### config.mk
export PLATFORM = sky130hd
export DESIGN_NAME = stopsync_out_sel
export DESIGN_NICKNAME = d
export VERILOG_FILES = /design/src/rtl/sso_pkg.sv /design/src/rtl/sso_stage.sv /design/src/rtl/sso_commit.sv /design/src/rtl/sso_mux.sv /design/src/rtl/stopsync_out_sel.sv
export SDC_FILE = /design/constraint.sdc
export NUM_CORES = 1
export LEC_CHECK = 0
export ABC_CLOCK_PERIOD_IN_PS = 1960
export BUFFER_PORTS_ARGS = -buffer_cell sky130_fd_sc_hd__buf_2
export CORE_ASPECT_RATIO = 1.25
export CORE_MARGIN = 2
export CORE_UTILIZATION = 53
export DETAILED_ROUTE_END_ITERATION = 12
export GPL_TIMING_DRIVEN = 1
export MAX_ROUTING_LAYER = met4
export PLACE_DENSITY = 0.75
export SLEW_MARGIN = 15
export SYNTH_ARGS = -nofsm -noshare
export SYNTH_HDL_FRONTEND = slang
export SYNTH_SLANG_ARGS = --single-unit
### constraint.sdc
create_clock -name clk -period 1.96 [get_ports clk]
set_input_delay 0 -clock clk [delete_from_list [all_inputs] [get_ports clk]]
set_output_delay 0 -clock clk [all_outputs]
set_load 0.1 [all_outputs]
### src/rtl/sso_pkg.sv
// Package: shared types for the stop-synchronized output selector.
// Assumes a 2-bit select field; the upper bit alone picks the live port.
package sso_pkg;

    localparam int SEL_W = 2;

    typedef enum logic [SEL_W-1:0] {
        SRC_REG_A    = 2'b00,
        SRC_REG_B    = 2'b01,
        SRC_PORT     = 2'b10,
        SRC_PORT_ALT = 2'b11
    } sso_src_e;

    // True when the select code routes the live input port
    function automatic logic sso_is_port(input sso_src_e s);
        return (s == SRC_PORT) || (s == SRC_PORT_ALT);
    endfunction

endpackage

### src/rtl/sso_stage.sv
// Module: sso_stage
// Holds the values written since the last STOP and merges the write of the
// current cycle into them. It also raises start_commit when a STOP arrives
// with at least one write pending, including a write in the same cycle.
// Assumes wr_stb and stop_stb are single-cycle strobes from the bus slave.
module sso_stage
    import sso_pkg::*;
#(
    parameter int DATA_W = 6
) (
    input  logic              clk,
    input  logic              rst_n,
    input  logic              wr_stb,
    input  logic [DATA_W+1:0] wr_byte,
    input  logic              stop_stb,
    output sso_src_e          nxt_sel,
    output logic [DATA_W-1:0] nxt_a,
    output logic [DATA_W-1:0] nxt_b,
    output logic              start_commit
);

    localparam int SEL_LO  = DATA_W;
    localparam int DEST_B  = DATA_W;

    sso_src_e          stg_sel;
    logic [DATA_W-1:0] stg_a;
    logic [DATA_W-1:0] stg_b;
    logic              dirty;

    // Merge the write of the current cycle over the staged values
    always_comb begin
        nxt_sel = stg_sel;
        nxt_a   = stg_a;
        nxt_b   = stg_b;
        if (wr_stb) begin
            nxt_sel = sso_src_e'(wr_byte[SEL_LO +: SEL_W]);
            if (wr_byte[DEST_B])
                nxt_b = wr_byte[DATA_W-1:0];
            else
                nxt_a = wr_byte[DATA_W-1:0];
        end
    end

    // A commit starts only on a STOP that has something to commit
    always_comb begin
        start_commit = stop_stb && (dirty || wr_stb);
    end

    // Keep the staged values and the pending-write flag
    always_ff @(posedge clk) begin
        if (!rst_n) begin
            stg_sel <= SRC_REG_A;
            stg_a   <= '0;
            stg_b   <= '0;
            dirty   <= 1'b0;
        end else begin
            stg_sel <= nxt_sel;
            stg_a   <= nxt_a;
            stg_b   <= nxt_b;
            dirty   <= stop_stb ? 1'b0 : (dirty || wr_stb);
        end
    end

endmodule

### src/rtl/sso_commit.sv
// Module: sso_commit
// Models the non-volatile commit. On start it takes a snapshot of the staged
// values and counts COMMIT_CYCLES edges. At the last edge the snapshot
// becomes the active set. A new start while busy reloads both the snapshot
// and the count.
// Assumes COMMIT_CYCLES >= 1.
module sso_commit
    import sso_pkg::*;
#(
    parameter int DATA_W        = 6,
    parameter int COMMIT_CYCLES = 1000
) (
    input  logic              clk,
    input  logic              rst_n,
    input  logic              start_commit,
    input  sso_src_e          nxt_sel,
    input  logic [DATA_W-1:0] nxt_a,
    input  logic [DATA_W-1:0] nxt_b,
    output sso_src_e          cur_sel,
    output logic [DATA_W-1:0] cur_a,
    output logic [DATA_W-1:0] cur_b,
    output logic              busy
);

    localparam int              CNT_W = $clog2(COMMIT_CYCLES + 1);
    localparam logic [CNT_W-1:0] LOAD = CNT_W'(COMMIT_CYCLES - 1);

    logic [CNT_W-1:0]  cnt;
    sso_src_e          snap_sel;
    logic [DATA_W-1:0] snap_a;
    logic [DATA_W-1:0] snap_b;

    // Capture the snapshot and run the commit counter
    always_ff @(posedge clk) begin
        if (!rst_n) begin
            cnt      <= '0;
            busy     <= 1'b0;
            snap_sel <= SRC_REG_A;
            snap_a   <= '0;
            snap_b   <= '0;
        end else if (start_commit) begin
            cnt      <= LOAD;
            busy     <= 1'b1;
            snap_sel <= nxt_sel;
            snap_a   <= nxt_a;
            snap_b   <= nxt_b;
        end else if (busy) begin
            if (cnt == '0)
                busy <= 1'b0;
            else
                cnt <= cnt - 1'b1;
        end
    end

    // Move the snapshot into the active set when the count ends
    always_ff @(posedge clk) begin
        if (!rst_n) begin
            cur_sel <= SRC_REG_A;
            cur_a   <= '0;
            cur_b   <= '0;
        end else if (busy && !start_commit && cnt == '0) begin
            cur_sel <= snap_sel;
            cur_a   <= snap_a;
            cur_b   <= snap_b;
        end
    end

endmodule

### src/rtl/sso_mux.sv
// Module: sso_mux
// Output selection, purely combinational. The pins take priority over the
// stored select field, so the path from port_i to port_y has no register.
module sso_mux
    import sso_pkg::*;
#(
    parameter int DATA_W = 6
) (
    input  logic              override_n,
    input  logic              mux_sel,
    input  sso_src_e          cur_sel,
    input  logic [DATA_W-1:0] cur_a,
    input  logic [DATA_W-1:0] cur_b,
    input  logic [DATA_W-1:0] port_i,
    output logic [DATA_W-1:0] port_y
);

    // Pick the output source by priority: override, mux pin, then select
    always_comb begin
        if (!override_n || mux_sel || sso_is_port(cur_sel))
            port_y = port_i;
        else if (cur_sel == SRC_REG_B)
            port_y = cur_b;
        else
            port_y = cur_a;
    end

endmodule

### src/rtl/stopsync_out_sel.sv
// Module: stopsync_out_sel (top)
// Stop-synchronized output selector. Writes are staged, a STOP starts a
// modelled non-volatile commit of COMMIT_CYCLES = CLK_KHZ*COMMIT_MS cycles,
// and the output mux picks A, B or the live port.
// Assumes a synchronous active-low reset and single-cycle strobes.
module stopsync_out_sel
    import sso_pkg::*;
#(
    parameter int DATA_W    = 6,
    parameter int CLK_KHZ   = 100000,
    parameter int COMMIT_MS = 10
) (
    input  logic              clk,
    input  logic              rst_n,
    input  logic              wr_stb,
    input  logic [DATA_W+1:0] wr_byte,
    input  logic              stop_stb,
    input  logic [DATA_W-1:0] port_i,
    input  logic              mux_sel,
    input  logic              override_n,
    output logic [DATA_W-1:0] port_y,
    output logic              commit_busy
);

    localparam int COMMIT_CYCLES = CLK_KHZ * COMMIT_MS;

    sso_src_e          nxt_sel;
    logic [DATA_W-1:0] nxt_a;
    logic [DATA_W-1:0] nxt_b;
    logic              start_commit;
    sso_src_e          cur_sel;
    logic [DATA_W-1:0] cur_a;
    logic [DATA_W-1:0] cur_b;

    sso_stage #(.DATA_W(DATA_W)) u_stage (
        .clk          (clk),
        .rst_n        (rst_n),
        .wr_stb       (wr_stb),
        .wr_byte      (wr_byte),
        .stop_stb     (stop_stb),
        .nxt_sel      (nxt_sel),
        .nxt_a        (nxt_a),
        .nxt_b        (nxt_b),
        .start_commit (start_commit)
    );

    sso_commit #(.DATA_W(DATA_W), .COMMIT_CYCLES(COMMIT_CYCLES)) u_commit (
        .clk          (clk),
        .rst_n        (rst_n),
        .start_commit (start_commit),
        .nxt_sel      (nxt_sel),
        .nxt_a        (nxt_a),
        .nxt_b        (nxt_b),
        .cur_sel      (cur_sel),
        .cur_a        (cur_a),
        .cur_b        (cur_b),
        .busy         (commit_busy)
    );

    sso_mux #(.DATA_W(DATA_W)) u_mux (
        .override_n (override_n),
        .mux_sel    (mux_sel),
        .cur_sel    (cur_sel),
        .cur_a      (cur_a),
        .cur_b      (cur_b),
        .port_i     (port_i),
        .port_y     (port_y)
    );

endmodule

==> Yosys cells after proc, flatten, opt, wreduce, memory -nomap -nowiden <==
Index checks and enable logic that the tools add are counted.
{ "op_classes": {"n_addsub": 1, "n_eq_ne": 4, "mux": 13, "bitwise_logic": 2, "reduce_logical": 15} }
{ "ops": {"columns": ["op", "count"], "rows": [
  ["20-bit 2-to-1 mux", 3],
  ["6-bit 2-to-1 mux", 6],
  ["20-bit logical NOT", 1],
  ["20-bit by 1-bit subtractor with 20-bit output (second input constant)", 1],
  ["2-bit == test (second input constant)", 2],
  ["1-bit logical OR", 4],
  ["2-bit AND reduction", 2],
  ["2-bit OR reduction", 2],
  ["1-bit logical AND", 3],
  ["1-bit 2-to-1 mux", 3],
  ["2-bit by 1-bit == test with 1-bit output (second input constant)", 1],
  ["1-bit logical NOT", 2],
  ["2-bit 2-to-1 mux", 1],
  ["2-bit by 1-bit != test with 1-bit output (second input constant)", 1],
  ["1-bit inverter", 2],
  ["2-bit nonzero test", 1]
]} }
{ "totals": {"reg_bits": 64, "output_inout_bits": 7, "elab_cells": 48} }

==> Logic depth before layout (Yosys ltp) <==
Gate-level depths: netlist (run 1).
{ "logic_depth": {"ltp_word": 5, "ltp_mapped": 7} }

==> Hierarchy <==
A second synthesis (run 1) with hierarchy kept.
{ "hier_totals": {"hier_cells": 316, "hier_area_um2": 3085.5} }
{ "by_module_without_submodules": {"columns": ["module", "instances", "cells_per_inst", "area_per_inst_um2", "seq_area_each_um2"], "rows": [
  ["sso_commit", 1, 231, 2150.8, 980.9],
  ["sso_stage", 1, 71, 743.2, 300.3],
  ["sso_mux", 1, 14, 191.4, 0.0]
]} }

==> Worst setup path after synthesis (run 1) <==
OpenSTA, ideal clock, no wires.
{ "synth_timing": {"path_kind": "register to output", "start": "reg u_commit.cur_sel[0]", "end": "out port_y[0]", "t_arrival_ns": 2.878, "path_slack_ns": -0.918, "stages_incl_launch_ff": 5, "n_path_buf": 0, "cell_sequence": "dfxtp_1 inv_1 nor2_1 o22ai_1 o21ai_0"} }
{ "synth_via": {"elab_chain_len": 4, "elab_cells_between_ends": 7, "classes_between": "eq/ne: 3; mux: 2; reduce/logical: 2"} }
{ "synth_rtl": {"columns": ["element", "line", "source"], "rows": [
  ["start: declaration", "sso_commit.sv:19", "output sso_src_e cur_sel,"],
  ["start signal: assignment", "sso_commit.sv:62", "cur_sel <= snap_sel;"],
  ["2-bit == test", "sso_pkg.sv:16", "return (s == SRC_PORT) || (s == SRC_PORT_ALT);"],
  ["1-bit logical OR", "sso_pkg.sv:16", null],
  ["1-bit logical OR", "sso_mux.sv:20", "if (!override_n || mux_sel || sso_is_port(cur_sel))"],
  ["6-bit 2-to-1 mux *", "sso_mux.sv:20", null],
  ["end: declaration", "stopsync_out_sel.sv:21", "output logic [DATA_W-1:0] port_y,"]
]} }
Mark *: on every way between the ends. The rest lies on a longest branch, timed or not.

==> Worst setup path after layout (run 1) <==
{ "layout_timing": {"start": "reg u_commit.cnt[0]", "end": "reg u_commit.cnt[0]"} }
{ "layout_via": {"elab_chain_len": 4, "elab_cells_between_ends": 7, "classes_between": "add/sub: 1; eq/ne: 1; mux: 3; reduce/logical: 2"} }
{ "layout_rtl": {"columns": ["element", "line", "source"], "rows": [
  ["start: declaration", "sso_commit.sv:28", "logic [CNT_W-1:0] cnt;"],
  ["start signal: assignment", "sso_commit.sv:51", "cnt <= cnt - 1'b1;"],
  ["20-bit by 1-bit subtractor with 20-bit output", "sso_commit.sv:51", null],
  ["20-bit 2-to-1 mux", "sso_commit.sv:48", "if (cnt == '0)"],
  ["20-bit 2-to-1 mux", "sso_commit.sv:47", "end else if (busy) begin"],
  ["20-bit 2-to-1 mux", "sso_commit.sv:41", "end else if (start_commit) begin"]
]} }
Several ways; a longest one is shown, not always the timed one. The select of a mux whose other input is x is not followed.
A chain may end at the register's enable or synchronous reset.

==> results of run 1 <==
==> layout make-up <==
type	count	area [sq um]	share of cell area, %
clock buffer	11	131	3.81
clock inverter	4	70.1	2.03
inverter	5	18.8	0.544
multi-input combinational	232	1530	44.4
sequential	64	1280	37.2
tap	64	80.1	2.32
timing repair buffer	49	335	9.71
==> worst max-delay path, stage by stage, from the launching register on <==
cell and delay [ns]:
dfxtp_1 0.33, inv_2 0.08, ha_2 0.18, or4b_4 0.47, or2_4 0.29, or4_1 0.40, nand3_1 0.09
==> repair_timing <==
item | in CTS | in global routing
pin swaps | 0 | 5
endpoints found under the setup margin | 2 | 24
resized for setup | 1 | 6
hold buffers | 7 | 0
hold endpoints to repair | 9 | 0
==> Yosys cell counts, types with 2 or more instances <==
| cell type | n | share of area, % |
|---|---|---|
| a211oi_1 | 4 | 1.0 |
| a21oi_1 | 16 | 2.8 |
| a31oi_1 | 4 | 0.87 |
| buf_6 | 3 | 1.2 |
| clkbuf_1 | 18 | 2.3 |
| dfxtp_1 | 64 | 44 |
| inv_1 | 5 | 0.65 |
| mux2i_1 | 23 | 8.0 |
| nand2_1 | 50 | 6.5 |
| nand2b_1 | 5 | 1.1 |
| nand3_1 | 10 | 1.7 |
| nand4_1 | 4 | 0.87 |
| nor2_1 | 20 | 2.6 |
| nor3_1 | 8 | 1.4 |
| o2111ai_1 | 2 | 0.61 |
| o211ai_1 | 3 | 0.78 |
| o21ai_0 | 15 | 2.6 |
| o22a_1 | 14 | 4.3 |
| o22ai_1 | 6 | 1.3 |
| o31ai_1 | 5 | 1.3 |
| o41ai_1 | 2 | 0.61 |
| or3_1 | 8 | 1.7 |
| or4_1 | 9 | 2.3 |
==> registers in the layout, indices dropped and copies added (netlist names), 6 cells and up <==
name,cells
u_commit.cnt,20
u_commit.cur_a,6
u_commit.cur_b,6
u_commit.snap_b,6
u_commit.snap_a,6
u_stage.stg_a,6
u_stage.stg_b,6
==> routing by layer <==
metal  part of all wire [%]  routed length [um]  track usage (%)  up-vias
met1                     41                2670             23.6     1197
met2                     52                3370             40.2       43
met3                    4.0                 260             6.51       15
li1                       -                   -                -     1268
met5                      0                   0                -        -
met4                    2.7                 174             12.9        0
==> stage by stage <==
step	setup slack (ns)	TNS [ns]	utilization, %
after floorplan	0.0250	0	-
after global placement	0.0652	0	59.1
after detailed placement	-0.0225	-0.0225	59.1
after CTS	0.0130	0	64.2
after global routing	-0.0407	-0.0832	64.8
final	0.0623	0	64.8
==> power by group through the flow <==
stage | sequential [uW] | clock (uW) | combinational, uW
2_1_floorplan | 1460 | 0 | 394
4_1_cts | 1440 | 1210 | 541
3_3_place_gp | 1470 | 0 | 512
5_1_grt | 1450 | 1260 | 605
6_report | 1450 | 1210 | 553
3_5_place_dp | 1470 | 0 | 523
==> final timing paths <==
kind,startpoint,to,cells after the start
worst max-delay path,u_commit.cnt[0]$_SDFFE_PN0P_,u_commit.cnt[0]$_SDFFE_PN0P_,6
worst min register to register,u_commit.cur_b[1]$_SDFFE_PN0P_,u_commit.cur_b[1]$_SDFFE_PN0P_,2
worst min-delay path,wr_byte[7],u_stage.stg_sel[1]$_SDFF_PN0_,3
worst max register to register,u_commit.cnt[0]$_SDFFE_PN0P_,u_commit.cnt[0]$_SDFFE_PN0P_,6
==> cell families after synthesis <==
group                    count (synthesis)  synth area share, %
AO/OA/AOI/OAI                           79                 18.7
adder cells (fa/ha/maj)                  1                0.434
multiplexers                            23                 7.98
buffers and inverters                   27                 4.29
AND/OR/NAND/NOR                        129                 24.1
flip-flops                              64                 44.4
==> results by stage, run 1 <==
Power and ir drop:
- In this run, the clock network consumes 37.8% of the power.
- The overall power is 3210 uW.
- In this run the static leakage power is 0.00137 uW.
- The switching share of power is 28.5%.
- The combinational share of power is 17.2%.
- The maximum ir drop on the vdd rail is 0.643 mV.
- Of the total power, registers draw 45.0%.
- The power per standard cell area is 930 nW/um^2.
- Internal power comes to 2300 uW.
- The total net switching power is 915 uW.

Floorplanning:
- The number of core rows is 30.
- The core footprint is 5330 sq um.
- Measured along the x axis, the die boundary spans 70.0 um.
- The die area is 6050 sq um.
- Once the floorplan was initialized, standard cells occupied 54.1% of the core.
- The number of ports placed on the die boundary is 27.
- The floorplan step set the die height to 86.5 um.

Worst setup path:
- The startpoint type of the worst setup path is a flop.
- The worst setup slack for register-to-register paths is 0.06 ns.
- The setup path with the least slack is of type flop to flop.
- For the worst setup path, the data required time is 2.25 ns.
- The kind of end point of the critical path is a flop.
- The arrival time of the worst setup path is 2.19 ns.
- The largest driver fanout on the critical path is 8.

Final layout:
- The count of antenna diodes in the layout is 0.
- The top cell types in the final layout, fill and taps aside, are dfxtp_1, nand2_1, buf_2, mux2i_1, nor2_1.
- After the last flow step, the layout net total stands at 382.
- The leading cell type in the layout, fill and taps excluded is dfxtp_1.
- The number of inserted filler cells in the final layout is 439.
- The share of layout cells above drive strength 1 is 20.8%.
- The post-layout instance area is 3450 sq um.
- Leaving out filler cells and counting taps, the final layout contains 429.
- Compared with the post-synthesis result, the final layout area differs by 19.7%.

Clock network:
- TritonCTS built the clock tree.
- The TritonCTS buffer count is 9.
- The H-tree generated during clock tree synthesis spans 3 levels.
- At the later pin of the worst-skew pair, clock insertion delay measures 0.35 ns.
- In this run the deepest clock path goes through 2 buffers.
- Clock-pin slew was measured on the worst setup and hold paths at 0.07 ns.
- The sink count of the clock tree is 64.
- The clock root buffer is clkbuf_8.
- The number of setup buffers added after CTS is 0.

Route:
- The final layout contains routed wiring with a total length of 6.47 mm.
- For this run, design rule violations remaining after detail routing come to 0.
- The first detailed-routing pass ran for 4 iterations.
- After detailed routing, the number of vias per cell comes to 5.88.
- The detail route stage leaves a number of antenna-violating nets equal to 0.
- The via count of the routed design is 2523.
- The average wire per cell in the routed design is 15.1 um.
- The DRC violation total after the first TritonRoute iteration is 126.

Global routing:
- Entering global routing, the biggest net connects 34 pins.
- The global-route congestion overflow total is 0.
- The first global-routing pass estimated 10.5 mm of wire.
- The initial antenna violation count is 0.
- The via count of the first global-routing pass is 2388.
- The combined global-route utilization of all metal layers is 23.2%.

Run status:
- The flow ran to the end, and the final reports show no timing, DRC or antenna violations.

Logic synthesis:
- The post-synth design cell area is 2880 sq um.
- For this run, the leading register cell type out of synthesis is dfxtp_1.
- The number of flops mapped to enable cells by yosys is 0.
- Counting flops and latches in the post-synthesis netlist gives 64.
- After technology mapping, the gate count stands at 323.
- For this run, the register share of the synthesized area comes to 44.4%.
- The count of distinct cell types in the synthesized netlist is 48.
- For this run, the number of Yosys warnings is 0.
- When the netlist entered floorplanning its net count stood at 344.
- The share of flip-flops with an asynchronous set or reset is 0%.
- The post-synthesis area per instance is 8.93 sq um.

STA:
- The worst hold slack is 0.00454 ns.
- The setup clock skew after layout is 0.00435 ns.
- Setup repair after global routing could not meet its margin everywhere.
- Setup violations remaining at the end of the flow were counted as 0.
- The maximum clock frequency is 527 MHz.
- For the pin with the worst max-slew slack, the measured transition is 0.485 ns.
- The time the worst path needs with I/O delays and setup is 1.90 ns.
- The fraction of the cycle the final worst path needs is 96.8%.
- The number of pins exceeding their max-slew limit in the final report is 0.
- The worst pin sits at a relative slew slack of 67.9%.
- The number of hold violations in the final report is 0.

Place:
- The area after detailed placement is 3150 sq um.
- The instance count after placement with tap cells included is 407.
- The congestion estimate from routability-driven global placement came to 0.820.
- The estimated wirelength of the detail-placed design is 4.35 mm.
- In this run the tool buffered the top-level ports with 26 buffer cells.

Job:
- The max-capacitance violation count is 0.

Worst hold path:
- The tightest min-delay check is of the input pin to flop type.
(Power assumes the default switching activity.)
==> run 2, diff against run 1 <==
Settings changed: ABC_AREA set to 1, CORE_UTILIZATION 53 to 52, PLACE_DENSITY 0.75 to 0.74.
==> results by stage, run 2 <==
Logic synthesis:
- The most common cell in the synthesized netlist is nor2_1.
- The area share of and/or/nand/nor cells after synthesis is 26.7%.
- The count of distinct cell types in the synthesized netlist is 31.
- The post-synth design cell area is 2820 sq um.
- The synthesized instance count is 381.
- The number of flops mapped to enable cells by yosys is 0.
- The post-synth net total is 402.
- Summing the areas of all compound-gate instances in the mapped netlist gives 16.0% of the synthesized area.
- Summing the areas of all xor and xnor instances in the mapped netlist gives 0.933% of the synthesized area.
- Ranked by total cell area, the synthesized netlist is headed by dfxtp_1, nor2_1, nand2_1, inv_1, o21ai_0.
- The number of warnings reported in the yosys synthesis log is 0.
- Summing the areas of all fa, ha and maj instances in the mapped netlist gives 0.444% of the synthesized area.
- The share of synthesized area occupied by flip-flops and latches is 45.5%.
- The number of flip-flops and latches in the synthesized netlist is 64.
- The commonest cells after synthesis are nor2_1, dfxtp_1, nand2_1.
- The post-synthesis area per instance is 7.39 sq um.
- The cell accounting for the most synthesized area is dfxtp_1.
- After synthesis, the share of cell area in mux cells is 2.13%.
- The most instantiated flip-flop cell in the synthesis netlist is dfxtp_1.
- Of the post-synthesis cell area, the dominant cell type holds 45.5%.
- By area, the combinational part of the netlist is dominated by simple AND/OR/NAND/NOR gates.
- After synthesis, the share of flip-flops with an asynchronous set or reset is 0%.

Final layout:
- The number of flip-flops under the largest register name is 20.
- The net count of the finished layout is 445.
- The filler cells instantiated in the layout total 441.
- The largest register by flop count is u_commit.cnt.
- For this run, the share of the core covered by cells in the final layout is 66.4%.
- The leading cell type in the layout, fill and taps excluded is nor2_1.
- In the layout the commonest cells are nor2_1, dfxtp_1, nand2_1, inv_1, o21ai_0.
- The count of antenna diodes in the layout is 0.
- Once layout is done, the placed cells without fillers occupy 3420 sq um.
- The area growth from synthesis to layout is 21.5%.
- The share of layout cells above drive strength 1 is 15.2%.

Worst setup path:
- The delay of the slowest cell on the worst path is 0.35 ns.
- STA classifies the critical path startpoint as a flop.
- The worst endpoint required time is 2.21 ns.
- The endpoint identified for the worst register-to-register timing path is u_commit.cnt[15]$_SDFFE_PP0P_.
- The startpoint identified for the worst register-to-register timing path is u_commit.cnt[0]$_SDFFE_PN0P_.
- Of all nets on the critical path, the largest fanout is 7.
- Data arrives at the worst endpoint at 2.00 ns.
- The critical-path cell with the highest stage delay is dfxtp_1.
- Traced cell by cell, the critical path runs through inv_1 > ha_1 > nand2_2 > nor2_4 > nand3_4 > nand2_1 > buf_4 > nor2_1 > nand3_1 > nand2_1 > nor2_1.
- The kind of end point of the critical path is a flop.
- The critical setup path kind is flop to flop.
- For the worst flop-to-flop path, the logic depth is 11.
- The worst setup slack for register-to-register paths is 0.20 ns.

Route:
- Using the TritonRoute via totals, the vias-per-cell ratio works out to 5.22.
- After detailed routing, the number of remaining DRC violations is 0.
- The count of antenna-violating nets left after detailed routing is 0.
- After the first detailed-routing iteration, the DRC count stood at 172.
- Summed over all layers, the routed wires come to 6.35 mm.
- The via count of the routed design is 2561.
- The count of TritonRoute iterations in the first routing pass is 4.
- The average wire per cell in the routed design is 12.9 um.

Clock network:
- The clock input transition at the sequential cells of the worst setup and hold paths is 0.07 ns.
- TritonCTS built the clock tree.
- The H-tree was split into 3 levels.
- At the later pin of the worst-skew pair, clock insertion delay measures 0.35 ns.
- The clock root buffer is clkbuf_8.
- The maximum buffer depth of the clock tree is 2.
- The sink count of the clock tree is 64.
- The number of post-CTS setup repair buffers is 0.
- Counting the buffers created by CTS gives 9.

Run status:
- The run finished with clean final reports.

Global routing:
- Summed over all layers, the global routing overflow is 0.
- The initial antenna violation count is 0.
- The combined global-route utilization of all metal layers is 23.7%.
- The via count of the first global-routing pass is 2456.
- The first global-routing pass estimated 10.7 mm of wire.
- The pin count of the biggest net entering global routing is 29.

Power and ir drop:
- For this design the ratio of total power to cell area is 928 nW/um^2.
- The switching share of power is 28.8%.
- The sequential power share is 45.3%.
- The leakage power is 0.00168 uW.
- The combinational share of power is 18.5%.
- The total net switching power is 916 uW.
- The maximum ir drop on the vdd rail is 0.546 mV.
- The cell internal power dissipation is 2260 uW.
- The power share of the clock group is 36.2%.

Worst hold path:
- The beginning of the worst hold path is wr_stb.
- The tightest min-delay check is of the input pin to flop type.
- The number of cells traversed by the worst hold path is 4.
- The worst hold path endpoint is u_stage.stg_sel[0]$_SDFF_PN0_.

Place:
- The estimated wirelength of the detail-placed design is 4.43 mm.
- Buffers placed on the I/O ports in this run total 26.
- The final estimated routing congestion in global placement is 0.914.
- In this run the cell area measured after placement is 3120 sq um.

STA:
- The fraction of the cycle the final worst path needs is 89.7%.
- For the pin with the worst max-slew slack, the measured transition is 0.484 ns.
- Setup violations remaining at the end of the flow were counted as 0.
- Hold timing on the final database bottoms out at a slack of 0.0935 ns.
- The number of pins exceeding their max-slew limit in the final report came to 0.
- The setup clock skew after layout is 0.00758 ns.
- The time the worst path needs with I/O delays and setup is 1.76 ns.
- The number of hold violations in the final report is 0.
- Static timing analysis puts the maximum clock frequency at 569 MHz.
- Setup repair after global routing could not meet its margin everywhere.
- In this run the tightest slew margin relative to its limit is 68.0%.

Floorplanning:
- The number of ports placed on the die boundary is 27.
- The die is 86.3 um tall.
- Once the floorplan was initialized, standard cells occupied 54.7% of the core.
- In this run the core area contains 29 standard-cell rows.
- The core region is 5150 sq um.
- The floorplan step set the die width to 69.8 um.
- The die covers 6020 sq um.

Job:
- The max-capacitance violation count is 0.
## run 2: cell count changes after synthesis, sizes merged, moves of 11 or more
cell,before,now
clkbuf,18,7
inv,5,43
mux2i,23,6
nor2,20,86
o21ai,15,34
## run 2: repair_timing
action,CTS,global route
hold endpoints to repair,10,0
hold buffers,10,0
gates resized for setup,0,2
setup endpoints to repair,0,4
## run 2: routing by layer
metal	part of all wire [%]	GRT usage (%)
met1	40	24.3
met2	55	41.9
met3	3.3	6.28
met4	2.1	11.4
met5	0	-
## run 2: how the worst max path moves through the flow
stage | from | endpoint | cells after the start
after floorplan | u_commit.cur_sel[1]$_SDFFE_PN0P_ | port_y[1] | 4
after global placement | u_commit.cnt[0]$_SDFFE_PN0P_ | u_commit.cur_sel[0]$_SDFFE_PN0P_ | 10
after detailed placement | u_commit.cnt[0]$_SDFFE_PN0P_ | u_commit.cur_a[1]$_SDFFE_PN0P_ | 10
after CTS | u_commit.cnt[0]$_SDFFE_PN0P_ | u_commit.cur_a[1]$_SDFFE_PN0P_ | 10
after global routing | u_commit.cnt[1]$_SDFFE_PN0P_ | u_commit.cur_sel[0]$_SDFFE_PN0P_ | 10
final | u_commit.cnt[0]$_SDFFE_PN0P_ | u_commit.cnt[15]$_SDFFE_PP0P_ | 11
## run 2: critical path: cells and delay by family, from the launching register on
kind | cells | cell delay (ns)
flip-flops | 1 | 0.35
AND/OR/NAND/NOR | 8 | 0.81
buffers and inverters | 2 | 0.27
adder cells (fa/ha/maj) | 1 | 0.24
## run 2: area by class of cell
| class | instances | area (sq um) | share of cell area [%] |
|---|---|---|---|
| multi-input combinational | 259 | 1300 | 38.0 |
| inverter | 44 | 168 | 4.90 |
| tap | 62 | 77.6 | 2.27 |
| sequential | 64 | 1280 | 37.4 |
| clock inverter | 2 | 37.5 | 1.10 |
| clock buffer | 14 | 163 | 4.75 |
| timing repair buffer | 46 | 395 | 11.5 |
## run 2: through the flow
step	instances	worst slack (ns)	TNS (ns)	power, uW
after detailed placement	465	0.159	0	2030
after global routing	491	-0.000775	-0.000775	3330
final	491	0.201	0	3180
after floorplan	381	-0.459	-2.20	1870
after CTS	491	0.146	0	3180
after global placement	465	0.231	0	2020
## run 2: logic make-up after synthesis
kind of cell,count (synthesis)
compound gates,77
xor+xnor,3
fa+ha+maj,1
buf+inv,58
flops,64
mux,6
simple gates,172
## run 2: power by group through the flow
stage / Sequential, uW / Combinational (uW) / Clock (uW)
3_3_place_gp: 1460 / 557 / 0
3_5_place_dp: 1470 / 569 / 0
2_1_floorplan: 1460 / 409 / 0
5_1_grt: 1450 / 651 / 1230
4_1_cts: 1440 / 588 / 1160
6_report: 1440 / 589 / 1150
